### src/rtl/mgmt_pkg.sv
package mgmt_pkg;
  localparam int PHY_AW = 5;
  localparam int PHY_NUM = 1 << PHY_AW;

  localparam int STA_RD_BIT   = 13;
  localparam int STA_WR_BIT   = 14;
  localparam int STA_DONE_BIT = 15;

  localparam int MODE_SRST_BIT   = 13;
  localparam int MODE_RXIDLE_BIT = 14;
  localparam int MODE_TXIDLE_BIT = 15;

  localparam int PHY_CTRL_IDX = 0;
  localparam int PHY_STAT_IDX = 1;
  localparam int PHY_EXT_IDX  = 16;

  localparam logic [15:0] STAT_FORCE = 16'h0024;
  localparam logic [15:0] EXT_FORCE  = 16'h0017;
  localparam logic [15:0] CTRL_CLR   = 16'h8000;
  localparam logic [15:0] CTRL_SET   = 16'h0001;
endpackage

### src/rtl/mgmt_phy_file.sv
module mgmt_phy_file
  import mgmt_pkg::*;
#(
  parameter int AW = PHY_AW,
  localparam int N = 1 << AW
) (
  input  logic          clk_i,
  input  logic          rst_ni,
  input  logic          link_up_i,
  input  logic [AW-1:0] rd_addr_i,
  output logic [15:0]   rd_data_o,
  input  logic          wr_en_i,
  input  logic [AW-1:0] wr_addr_i,
  input  logic [15:0]   wr_data_i
);
  logic [15:0] mem_q [N];
  logic [15:0] wr_fix;

  always_comb begin
    wr_fix = wr_data_i;
    if (wr_addr_i == AW'(PHY_CTRL_IDX)) wr_fix = (wr_data_i & ~CTRL_CLR) | CTRL_SET;
  end

  for (genvar g = 0; g < N; g++) begin : g_ent
    always_ff @(posedge clk_i or negedge rst_ni) begin
      if (!rst_ni) mem_q[g] <= '0;
      else if (wr_en_i && wr_addr_i == AW'(g)) mem_q[g] <= wr_fix;
    end
  end

  always_comb begin
    rd_data_o = mem_q[rd_addr_i];
    if (link_up_i) begin
      if (rd_addr_i == AW'(PHY_STAT_IDX)) rd_data_o = rd_data_o | STAT_FORCE;
      if (rd_addr_i == AW'(PHY_EXT_IDX))  rd_data_o = rd_data_o | EXT_FORCE;
    end
  end


  ctrl_sanitize_chk: assert property (@(posedge clk_i) disable iff (!rst_ni)
    wr_en_i && wr_addr_i == AW'(PHY_CTRL_IDX) |=> !mem_q[PHY_CTRL_IDX][15] && mem_q[PHY_CTRL_IDX][0]);

  stat_overlay_chk: assert property (@(posedge clk_i) disable iff (!rst_ni)
    link_up_i && rd_addr_i == AW'(PHY_STAT_IDX) |-> (rd_data_o & STAT_FORCE) == STAT_FORCE);

  ext_overlay_chk: assert property (@(posedge clk_i) disable iff (!rst_ni)
    link_up_i && rd_addr_i == AW'(PHY_EXT_IDX) |-> (rd_data_o & EXT_FORCE) == EXT_FORCE);
endmodule

### src/rtl/mgmt_commit.sv
module mgmt_commit
  import mgmt_pkg::*;
#(
  parameter int AW = PHY_AW
) (
  input  logic          is_sta_i,
  input  logic          is_mode_i,
  input  logic [31:0]   raw_i,
  output logic [AW-1:0] phy_addr_o,
  input  logic [15:0]   phy_rd_data_i,
  output logic          phy_wr_o,
  output logic [15:0]   phy_wr_data_o,
  output logic [31:0]   val_o,
  output logic          set_done_o
);
  assign phy_addr_o = raw_i[AW-1:0];

  always_comb begin
    val_o         = raw_i;
    phy_wr_o      = 1'b0;
    set_done_o    = 1'b0;
    if (is_sta_i) begin
      // read precedes write: a combined op writes back what it read
      if (raw_i[STA_RD_BIT]) begin
        val_o[31:16]        = phy_rd_data_i;
        val_o[STA_DONE_BIT] = 1'b1;
      end
      if (raw_i[STA_WR_BIT]) begin
        phy_wr_o            = 1'b1;
        val_o[STA_DONE_BIT] = 1'b1;
      end
    end else if (is_mode_i) begin
      val_o[MODE_SRST_BIT]   = 1'b0;
      val_o[MODE_RXIDLE_BIT] = 1'b1;
      val_o[MODE_TXIDLE_BIT] = 1'b1;
      set_done_o             = 1'b1;
    end
    phy_wr_data_o = val_o[31:16];
  end
endmodule

### src/rtl/mgmt_reg_bridge.sv
module mgmt_reg_bridge
  import mgmt_pkg::*;
#(
  parameter int NUM_REGS = 8,
  parameter int MODE_IDX = 0,
  parameter int STA_IDX  = 1,
  localparam int IDX_W = $clog2(NUM_REGS),
  localparam int AW    = IDX_W + 1
) (
  input  logic          clk_i,
  input  logic          rst_ni,
  input  logic          link_up_i,
  input  logic          req_i,
  input  logic          we_i,
  input  logic [AW-1:0] addr_i,
  input  logic [15:0]   wdata_i,
  output logic [15:0]   rdata_o
);
  logic [31:0] regs_q  [NUM_REGS];
  logic [15:0] stage_q [NUM_REGS];

  logic [IDX_W-1:0] idx;
  logic             slot, idx_ok, stage_en, commit_en;
  logic [31:0]      commit_raw, commit_val;
  logic [PHY_AW-1:0] phy_addr;
  logic [15:0]      phy_rd_data, phy_wr_data;
  logic             phy_wr, set_done;

  assign idx        = addr_i[AW-1:1];
  assign slot       = addr_i[0];
  assign idx_ok     = 32'(idx) < NUM_REGS;
  assign stage_en   = req_i && we_i && !slot && idx_ok;
  assign commit_en  = req_i && we_i && slot && idx_ok;
  assign commit_raw = {stage_q[idx], wdata_i};

  mgmt_commit #(.AW(PHY_AW)) u_commit (
    .is_sta_i      (idx == IDX_W'(STA_IDX)),
    .is_mode_i     (idx == IDX_W'(MODE_IDX)),
    .raw_i         (commit_raw),
    .phy_addr_o    (phy_addr),
    .phy_rd_data_i (phy_rd_data),
    .phy_wr_o      (phy_wr),
    .phy_wr_data_o (phy_wr_data),
    .val_o         (commit_val),
    .set_done_o    (set_done)
  );

  mgmt_phy_file #(.AW(PHY_AW)) u_phy (
    .clk_i     (clk_i),
    .rst_ni    (rst_ni),
    .link_up_i (link_up_i),
    .rd_addr_i (phy_addr),
    .rd_data_o (phy_rd_data),
    .wr_en_i   (commit_en && phy_wr),
    .wr_addr_i (phy_addr),
    .wr_data_i (phy_wr_data)
  );

  for (genvar g = 0; g < NUM_REGS; g++) begin : g_reg
    always_ff @(posedge clk_i or negedge rst_ni) begin
      if (!rst_ni) begin
        regs_q[g]  <= '0;
        stage_q[g] <= '0;
      end else begin
        if (stage_en && idx == IDX_W'(g)) stage_q[g] <= wdata_i;
        if (commit_en && idx == IDX_W'(g)) regs_q[g] <= commit_val;
        else if (g == STA_IDX && commit_en && set_done) regs_q[g][STA_DONE_BIT] <= 1'b1;
      end
    end
  end

  always_ff @(posedge clk_i or negedge rst_ni) begin
    if (!rst_ni) rdata_o <= '0;
    else if (req_i && !we_i) rdata_o <= !idx_ok ? 16'h0 : (slot ? regs_q[idx][15:0] : regs_q[idx][31:16]);
  end


  stage_only_chk: assert property (@(posedge clk_i) disable iff (!rst_ni)
    stage_en |=> regs_q[$past(idx)] == $past(regs_q[idx]));

  sta_done_chk: assert property (@(posedge clk_i) disable iff (!rst_ni)
    commit_en && idx == IDX_W'(STA_IDX) && (wdata_i[STA_RD_BIT] || wdata_i[STA_WR_BIT])
    |=> regs_q[STA_IDX][STA_DONE_BIT]);

  mode_idle_chk: assert property (@(posedge clk_i) disable iff (!rst_ni)
    commit_en && idx == IDX_W'(MODE_IDX)
    |=> regs_q[MODE_IDX][15:13] == 3'b110 && regs_q[STA_IDX][STA_DONE_BIT]);
endmodule

### config.mk
export PLATFORM = sky130hd
export DESIGN_NAME = mgmt_reg_bridge
export DESIGN_NICKNAME = d
export VERILOG_FILES = /design/src/rtl/mgmt_pkg.sv /design/src/rtl/mgmt_phy_file.sv /design/src/rtl/mgmt_commit.sv /design/src/rtl/mgmt_reg_bridge.sv
export SDC_FILE = /design/constraint.sdc
export NUM_CORES = 2
export LEC_CHECK = 0
export CAP_MARGIN = 10
export CORE_UTILIZATION = 45
export CTS_CLUSTER_SIZE = 10
export DETAILED_ROUTE_END_ITERATION = 12
export GPL_TIMING_DRIVEN = 1
export PLACE_DENSITY = 0.57
export SLEW_MARGIN = 20
export SYNTH_ARGS = -nofsm -noshare
export SYNTH_HDL_FRONTEND = slang
export SYNTH_SLANG_ARGS = --single-unit
### constraint.sdc
create_clock -name clk_i -period 2.85 [get_ports clk_i]
set_input_delay 0.57 -clock clk_i [delete_from_list [all_inputs] [get_ports clk_i]]
set_output_delay 0.57 -clock clk_i [all_outputs]
set_load 0.03 [all_outputs]
==> impl_metrics.prom <==
# TYPE chip_impl_metric gauge
chip_impl_metric{name="slew_viol_final",unit=""} 0
chip_impl_metric{name="synth_top_area_share",unit=""} 0.534
chip_impl_metric{name="global_route_wire_length_before_repair",unit="mm"} 189
chip_impl_metric{name="final.fill_count",unit=""} 7894
chip_impl_metric{name="die-area",unit="sq um"} 96100
chip_impl_metric{name="gp_routability_congestion",unit=""} 0.878
chip_impl_metric{name="netSwitchingFraction",unit=""} 0.270
chip_impl_metric{name="antenna_found_initial",unit=""} 2
chip_impl_metric{name="placementRows",unit=""} 112
chip_impl_metric{name="post_synth_instance_area",unit="sq um"} 42700
chip_impl_metric{name="cts_inserted_buffers",unit=""} 105
chip_impl_metric{name="seq_area_frac_synth",unit=""} 0.534
chip_impl_metric{name="initial_core_util",unit=""} 0.456
chip_impl_metric{name="power.ir.vdd_worst",unit="mV"} 0.491
chip_impl_metric{name="timing.critical_path.fanout_max",unit=""} 33
chip_impl_info{name="ys.flop_type",value="sky130_fd_sc_hd__dfrtp_1"} 1
chip_impl_metric{name="clk-insertion-delay-late",unit="ps"} 700
chip_impl_metric{name="post_place_cell_area",unit="sq um"} 46700
chip_impl_metric{name="nNetsFinal",unit=""} 3753
chip_impl_metric{name="max_freq",unit="GHz"} 0.367
chip_impl_metric{name="switchingPower",unit="W"} 0.00858
chip_impl_metric{name="synthesis.yosys.warnings",unit=""} 0
chip_impl_metric{name="slew_headroom",unit=""} 0.313
chip_impl_metric{name="numClockSinks",unit=""} 912
chip_impl_info{name="crit_chain",value="mux4_1 > a22o_1 > or4_1 > a21oi_4 > o31ai_1"} 1
chip_impl_metric{name="multiInputGateArea",unit="sq um"} 18200
chip_impl_metric{name="postSynthNetCount",unit=""} 3589
chip_impl_metric{name="detailedRoute.firstIterationViolations",unit=""} 2367
chip_impl_metric{name="cts.htree.levels",unit=""} 3
chip_impl_metric{name="die-height",unit="microns"} 310
chip_impl_metric{name="drt-total-wl",unit="mm"} 121
chip_impl_info{name="crit_slowest_cell",value="sky130_fd_sc_hd__a21oi_4"} 1
chip_impl_metric{name="total_global_routing_track_utilization",unit=""} 0.258
chip_impl_metric{name="max_stage_delay",unit="ps"} 740
chip_impl_metric{name="regArea",unit="sq um"} 22800
chip_impl_info{name="clock_tree_from_tritoncts",value="yes"} 1
chip_impl_metric{name="layout-drive-gt1-share",unit=""} 0.286
chip_impl_metric{name="first_global_vias",unit=""} 31000
chip_impl_metric{name="critPathRequiredTime",unit="ps"} 3380
chip_impl_metric{name="synthesis.instances",unit=""} 3564
chip_impl_metric{name="relative_contribution_of_combinational_cells_to_total_power",unit=""} 0.153
chip_impl_metric{name="finalCritPeriodShare",unit=""} 0.955
chip_impl_metric{name="routed-via-count",unit=""} 29400
chip_impl_metric{name="layout.cell_area.non_filler",unit="sq um"} 49700
chip_impl_metric{name="grt_start_max_net_pins",unit=""} 79
chip_impl_metric{name="detail-route-antenna-nets",unit=""} 0
chip_impl_metric{name="cts_setup_buffers",unit=""} 0
chip_impl_metric{name="worst_slew_pin_slew",unit="ps"} 1030
chip_impl_info{name="synth_top_cells_by_area",value="sky130_fd_sc_hd__dfrtp_1 53%, sky130_fd_sc_hd__mux4_2 9.3%, sky130_fd_sc_hd__mux2_2 9.0%"} 1
chip_impl_metric{name="io_buffers",unit=""} 40
chip_impl_metric{name="hpwlAfterDp",unit="mm"} 82.2
chip_impl_metric{name="seqPwrFrac",unit=""} 0.461
chip_impl_metric{name="report.final.setup_viol",unit=""} 0
chip_impl_metric{name="drcViolationCount",unit=""} 0
chip_impl_info{name="run_status",value="complete, no violations"} 1
chip_impl_metric{name="skew_final",unit="ps"} 25.8
chip_impl_metric{name="fin_worst_hold_slack",unit="ps"} 376
chip_impl_metric{name="clockPowerShare",unit=""} 0.386
chip_impl_metric{name="core_area",unit="sq um"} 93600
chip_impl_metric{name="drt-vias-per-instance",unit=""} 5.85
chip_impl_metric{name="synth-edff-count",unit=""} 0
chip_impl_metric{name="critPathArrivalTime",unit="ps"} 3250
chip_impl_metric{name="first_pass_iters",unit=""} 6
chip_impl_info{name="timing.hold.worst.class",value="in2async"} 1
chip_impl_metric{name="average_size_of_a_mapped_cell",unit="sq um"} 12.0
chip_impl_metric{name="syn2layout_area_growth",unit="%"} 16.4
chip_impl_metric{name="post_cts.resized_instances",unit=""} 0
chip_impl_metric{name="p_int",unit="W"} 0.0232
chip_impl_metric{name="count_of_final_hold_check_violations",unit=""} 0
chip_impl_metric{name="ys_ff_latch",unit=""} 912
chip_impl_info{name="ctsRootBufferMaster",value="sky130_fd_sc_hd__clkbuf_16"} 1
chip_impl_metric{name="synth.lib_cells_used.distinct",unit=""} 78
chip_impl_metric{name="io_pins",unit=""} 41
chip_impl_info{name="cp-end-kind",value="register"} 1
chip_impl_metric{name="wl_per_cell",unit="microns"} 24.2
chip_impl_metric{name="chipWidth",unit="microns"} 310
chip_impl_info{name="rsz0062_at_grt",value="no"} 1
chip_impl_metric{name="cts_max_path_buffers",unit=""} 3
chip_impl_metric{name="finalWorstPathRequiredPeriod",unit="ps"} 2720
chip_impl_info{name="synthDominantAreaCellType",value="sky130_fd_sc_hd__dfrtp_1"} 1
chip_impl_metric{name="cellLeakagePower",unit="nW"} 23.4
chip_impl_info{name="timing_worst_setup_path_type",value="reg2reg"} 1
chip_impl_metric{name="synth-async-reset-ratio",unit=""} 1.00
chip_impl_metric{name="cts_hold_buf",unit=""} 1
chip_impl_metric{name="max_cap_check_violation_count",unit=""} 0
chip_impl_metric{name="gr-total-overflow",unit=""} 0
chip_impl_metric{name="clkTransAtPathRegs",unit="ps"} 60
chip_impl_metric{name="power-per-cell-area",unit="nW/um^2"} 639
chip_impl_info{name="worst_setup_path_start_kind",value="register"} 1
[final cells by class]
cell class                 count  share of cell area
inverter                       1           0.0000755
timing repair buffer         367              0.0823
clock inverter                10             0.00347
multi-input combinational   2341               0.366
sequential                   912               0.459
clock buffer                 130              0.0570
tap                         1254              0.0316
antenna                        1           0.0000504
[final timing paths]
check                                     start                to  slack [ps]  cells after the start
worst max-delay path            u_phy.mem_q[69]  u_phy.mem_q[133]         130                      5
worst min-delay path                     rst_ni  u_phy.mem_q[387]         380                      2
worst max register to register  u_phy.mem_q[69]  u_phy.mem_q[133]         130                      5
worst min register to register       regs_q[64]        regs_q[64]         470                      2
max in group asynchronous                rst_ni        regs_q[26]        1410                      4
min in group clk_i                   regs_q[64]        regs_q[64]         470                      2
[cells in the mapped netlist, drive strengths merged, types with 19 or more instances]
| cell | instances |
|---|---|
| nand3 | 26 |
| clkbuf | 132 |
| mux4 | 186 |
| a22o | 19 |
| nor3 | 32 |
| o31ai | 66 |
| nand2 | 551 |
| o21ai | 154 |
| nand4 | 28 |
| a22oi | 29 |
| mux2i | 172 |
| dfrtp | 912 |
| a21oi | 264 |
| mux2 | 347 |
| nor2 | 286 |
| buf | 176 |
[cell usage in the layout, fill, tap and decap left out, drive strengths merged, types with 15 or more instances in the layout]
cell | netlist | final
o31ai | 66 | 66
a21oi | 264 | 264
nand2b | 15 | 15
mux2i | 172 | 172
or2 | 16 | 16
o21ai | 154 | 154
a22o | 19 | 19
nand3 | 26 | 26
clkdlybuf4s50 | 0 | 32
nor2b | 15 | 15
buf | 176 | 334
dfrtp | 912 | 912
nand2 | 551 | 551
clkbuf | 132 | 130
mux4 | 186 | 186
a22oi | 29 | 29
nor3 | 32 | 32
nor2 | 286 | 286
mux2 | 347 | 347
nand4 | 28 | 28
[state kept, by name, indices dropped and copies added, names as in the netlist]
name and flops:
u_phy.mem_q 512, regs_q 256, stage_q 128, rdata_o 16
[routing by layer]
metal,vias up,GRT usage,wire length (microns),share of wire
li1,13000,-,-,-
met1,15300,0.354,52700,0.43
met2,865,0.423,59000,0.49
met3,202,0.0395,6220,0.051
met4,0,0.0818,3340,0.028
met5,-,0,0,0
[through the flow]
| step | std cells | total power, W | setup slack [ps] | utilization | TNS (ps) |
|---|---|---|---|---|---|
| 2_1_floorplan | 3564 | 0.0175 | 209 | - | 0 |
| 6_report | 5016 | 0.0318 | 129 | 0.531 | 0 |
| 4_1_cts | 5014 | 0.0320 | 145 | 0.531 | 0 |
| 3_3_place_gp | 4873 | 0.0195 | -396 | 0.498 | -65500 |
| 3_5_place_dp | 4873 | 0.0197 | -467 | 0.498 | -75290 |
| 5_1_grt | 5015 | 0.0330 | 46.5 | 0.531 | 0 |
[cell families (layout without fill, tap and decap cells)]
logic type,count (synthesis),in the layout,share of synthesized area
AO/OA/AOI/OAI,606,606,0.0861
XOR/XNOR,1,1,0.000205
buffers and inverters,311,508,0.0422
flip-flops,912,912,0.534
multiplexers,705,705,0.231
other,0,1,0
AND/OR/NAND/NOR,1029,1029,0.106
[power groups by stage]
stage	Combinational (W)	Clock [W]	Sequential, W
after CTS	0.00489	0.0125	0.0146
after global routing	0.00524	0.0130	0.0148
after detailed placement	0.00487	0	0.0149
final	0.00487	0.0122	0.0146
after floorplan	0.00278	0	0.0148
after global placement	0.00474	0	0.0147
[worst max-delay path, delay by kind of cell, from the launching register on]
kind               cells  cell delay [ps]
DFF                    1              410
AOI/OAI and AO/OA      3             1170
and+or+nand+nor        1              470
muxes                  1              510
Power figures use the tool's default switching activity.
